$ cat src/rtl/sct_pkg.sv
package sct_pkg;
  typedef enum logic {
    PH_FIRST  = 1'b0,
    PH_SECOND = 1'b1
  } pair_phase_e;
endpackage

$ cat src/rtl/sct_pair_timer.sv
module sct_pair_timer
  import sct_pkg::*;
#(
  parameter int SAMPLE_DELAY = 5
) (
  input  logic clk,
  input  logic rst,
  input  logic restart,
  input  logic stb,
  output logic expire
);
  localparam int CNT_W = (SAMPLE_DELAY > 1) ? $clog2(SAMPLE_DELAY) : 1;
  localparam logic [CNT_W-1:0] LAST_CNT = CNT_W'(SAMPLE_DELAY - 1);

  logic             armed;
  logic [CNT_W-1:0] cnt;
  pair_phase_e      phase;

  assign expire = armed && stb && !restart &&
                  (phase == PH_SECOND) && (cnt == LAST_CNT);

  always_ff @(posedge clk) begin
    if (rst) begin
      armed <= 1'b0;
      cnt   <= '0;
      phase <= PH_FIRST;
    end else if (restart) begin
      armed <= 1'b1;
      cnt   <= '0;
      phase <= PH_FIRST;
    end else if (armed && stb) begin
      if (phase == PH_FIRST) begin
        phase <= PH_SECOND;
      end else begin
        phase <= PH_FIRST;
        if (cnt == LAST_CNT) begin
          armed <= 1'b0;
          cnt   <= '0;
        end else begin
          cnt <= cnt + CNT_W'(1);
        end
      end
    end
  end


  restart_no_expire_chk: assert property (@(posedge clk) disable iff (rst)
    restart |=> !expire);

  expire_disarms_chk: assert property (@(posedge clk) disable iff (rst)
    expire |=> !armed);

  idle_no_expire_chk: assert property (@(posedge clk) disable iff (rst)
    !armed |-> !expire);

  cnt_range_chk: assert property (@(posedge clk) disable iff (rst)
    cnt <= LAST_CNT);
endmodule

$ cat src/rtl/sct_tick_reg.sv
module sct_tick_reg (
  input  logic clk,
  input  logic rst,
  input  logic expire,
  input  logic busy,
  output logic tick,
  output logic valid
);
  always_ff @(posedge clk) begin
    if (rst) begin
      tick  <= 1'b0;
      valid <= 1'b0;
    end else begin
      tick <= expire;
      if (expire) valid <= busy;
    end
  end


  reset_clear_chk: assert property (@(posedge clk)
    rst |=> (!tick && !valid));

  tick_single_chk: assert property (@(posedge clk) disable iff (rst)
    tick |=> !tick);

  valid_follows_busy_chk: assert property (@(posedge clk) disable iff (rst)
    $rose(tick) |-> (valid == $past(busy)));

  valid_hold_chk: assert property (@(posedge clk) disable iff (rst)
    !tick |-> $stable(valid));
endmodule

$ cat src/rtl/sweep_capture_tick.sv
module sweep_capture_tick #(
  parameter int SAMPLE_DELAY = 5
) (
  input  logic clk,
  input  logic rst,
  input  logic sweep_busy,
  input  logic sweep_done,
  input  logic sample_stb,
  output logic cap_tick,
  output logic cap_valid
);
  logic expire;

  sct_pair_timer #(.SAMPLE_DELAY(SAMPLE_DELAY)) u_timer (
    .clk     (clk),
    .rst     (rst),
    .restart (sweep_done),
    .stb     (sample_stb),
    .expire  (expire)
  );

  sct_tick_reg u_tick (
    .clk    (clk),
    .rst    (rst),
    .expire (expire),
    .busy   (sweep_busy),
    .tick   (cap_tick),
    .valid  (cap_valid)
  );
endmodule

$ cat config.mk
export PLATFORM = sky130hd
export DESIGN_NAME = sweep_capture_tick
export DESIGN_NICKNAME = d
export VERILOG_FILES = /design/src/rtl/sct_pkg.sv /design/src/rtl/sct_pair_timer.sv /design/src/rtl/sct_tick_reg.sv /design/src/rtl/sweep_capture_tick.sv
export SDC_FILE = /design/constraint.sdc
export NUM_CORES = 1
export LEC_CHECK = 0
export BUFFER_PORTS_ARGS = -buffer_cell sky130_fd_sc_hd__buf_2
export CORE_AREA = 5 5 42 44
export DETAILED_ROUTE_END_ITERATION = 12
export DIE_AREA = 0 0 47 49
export SYNTH_ARGS = -nofsm -noshare
export SYNTH_HDL_FRONTEND = slang
export SYNTH_SLANG_ARGS = --single-unit
$ cat constraint.sdc
create_clock -name clk -period 3.35 [get_ports clk]
set_clock_uncertainty 0.05 [all_clocks]
set_input_delay 0.335 -clock clk [delete_from_list [all_inputs] [get_ports clk]]
set_output_delay 0.335 -clock clk [all_outputs]
set_load 0.02 [all_outputs]
==> impl_metrics.toml <==
[run_status]
status = "completed"

[routing]
initialDrtViolationCount = 2
drc = 0
vias = 270
ant_nets = 0
vias_per_cell = 4.66
avgRoutedWirePerCell_um = 9.74
drt_wl_total_um = 565
drt_pass1_iterations = 3

[grt]
grt_pass1_wl_um = 966
antenna_found_initial = 0
grt_max_degree = 9
grt-ovfl-total = 0
grt_pass1_vias = 247
grt_usage_pct = 6.14

[power]
ir_drop_v = 0.000187
powerDensity_mw_per_mm2 = 437
p_leak_nw = 0.159

[floorplanning]
io_pins = 7
core_area_sq_mm = 0.00140
initial_core_util_pct = 22.6
std_cell_rows = 14
die_y_um = 49
die_area_sq_mm = 0.00230
die_width_um = 47

[clock_tree]
cts_resized = 0
cts.path.max_buffers = 2
cts_made_buffers = 3
clk_latency_ns = 0.25
clkTransAtPathRegs_ns = 0.05
cts_tree = "yes"
cts_setup_buffers = 0
cts_sinks = 7
cts-root-buf = "clkbuf_4"
htree_levels = 1
holdBufCountCts = 0

[worst_setup_path]
cp_top_family = "simple AND/OR/NAND/NOR gates"
crit_buf_inv = 1
endpoint_kind = "flop"
reg2reg_to = "u_tick.valid"
crit_fanout = 4
worstSetupStartpointType = "flop"
cp_slowest_stage_delay_ns = 0.51
cp.required_ns = 3.48
crit_path_cell_trace = "inv_1, ha_1, nand2_1, or4b_1, a21oi_1"
cp-startpoint = "u_timer.cnt[0]"
reg2reg_depth = 5
arrival_ns = 1.56
r2r-start = "u_timer.cnt[0]"
critPathKind = "flop to flop"
cp_slowest_cell = "or4b_1"
r2r_slack_ns = 1.92

[timing]
fin_crit_sh_pct = 42.6
min_period_ns = 1.43
relSlewSlack_pct = 85.7
fin_tns_setup_ns = 0
hold_viol = 0
slew_violations = 0
setup_viol = 0
worst_slew_pin_slew_ns = 0.213
clock.fmax_mhz = 701
rsz0062_at_grt = "no"
hold_ws_ns = 0.294

[synth]
ys_ff_latch = 7
ys_types = 16
ys_warn_count = 0
syn_area_sq_um = 317
synth_nets = 40
syn_area_per_cell_sq_um = 9.59
yosysSeqAreaShare_pct = 44.3
synthCells = 33

[worst_hold_path]
hp-start = "rst"
min_to = "u_timer.armed"
worstHoldPathType = "primary input to flop"
hold_depth = 2

[cells_and_area]
drive_above_1_share_pct = 23.8
final_nets = 50
register_area_sq_um = 140
multi_input_area_sq_um = 161
mostFrequentLayoutCells = "7 x dfxtp_1, 6 x buf_2"
diodes = 0
final_common_cell = "dfxtp_1"
area_delta_synth_final_pct = 22.9
nFillCells = 167

[place]
place_hpwl_um = 430
port_buffers = 6
gp_congestion = 0.749

[flow_run]
maxCapViolations = 0
==> worst max-delay path by stage <==
stage	end	slack, ns	cells after the start
after global routing	u_tick.valid	1.83	5
final	u_tick.valid	1.92	5
after CTS	u_tick.valid	1.91	5
after floorplan	u_tick.valid	2.02	5
after detailed placement	u_tick.valid	1.93	5
after global placement	u_tick.valid	1.96	5
==> cell type report <==
cell class,count,share of cell area [%]
Multi-Input combinational cell,22,41.5
Sequential cell,7,36.0
Timing Repair Buffer,6,7.72
Clock buffer,4,6.75
Tap cell,16,5.14
Inverter,3,2.89
==> where the power goes <==
part / leakage [nW] / internal (mW) / switching [mW]
Clock: 0.0150 / 0.0454 / 0.0303
Combinational: 0.0868 / 0.00323 / 0.00491
Sequential: 0.0568 / 0.0847 / 0.00174
==> cell usage after synthesis (all sizes together) <==
cell    count  share of area (%)
nand2       2                2.4
nor4        2                4.0
o31ai       1                2.4
nor2        1                1.2
dfxtp       7                 44
mux2i       2                6.3
or4b        1                3.2
a21oi       3                4.7
nor3        3                4.7
nand3       1                5.5
ha          2                7.9
xor2        1                2.8
clkbuf      1                1.2
inv         3                3.6
o21ai       2                3.2
a41oi       1                2.8
==> registers in the layout (all words and copies together) (netlist names) <==
name / flops
u_tick.tick: 1
u_timer.phase: 1
u_tick.valid: 1
u_timer.armed: 1
u_timer.cnt: 3
==> logic make-up after synthesis <==
kind of cell	Yosys count	share of synthesized area, %
DFF	7	44.3
xor gates and xnor gates	1	2.77
AOI/OAI and AO/OA	7	13.0
and+or+nand+nor	10	20.9
adders and majority gates	2	7.90
buffers and inverters	4	4.74
muxes	2	6.32
==> through the flow <==
stage / instances / setup WS, ns / power, mW / utilization (%) / area [sq um]
after floorplan: 33 / 2.02 / 0.0917 / - / 317
after detailed placement: 54 / 1.93 / 0.0965 / 25.9 / 363
final: 58 / 1.92 / 0.170 / 27.8 / 389
after CTS: 58 / 1.91 / 0.173 / 27.8 / 389
after global placement: 54 / 1.96 / 0.0962 / 25.9 / 363
after global routing: 58 / 1.83 / 0.179 / 27.8 / 389
==> per-layer routing <==
layer  global-route usage [%]  routed length, um  vias up
met5                        0                  0        -
met4                     6.91                 27        0
met3                     2.21                 30        4
met2                     8.60                274        5
met1                     6.19                232      123
li1                         -                  -      138
Power figures use the tool's default switching activity.
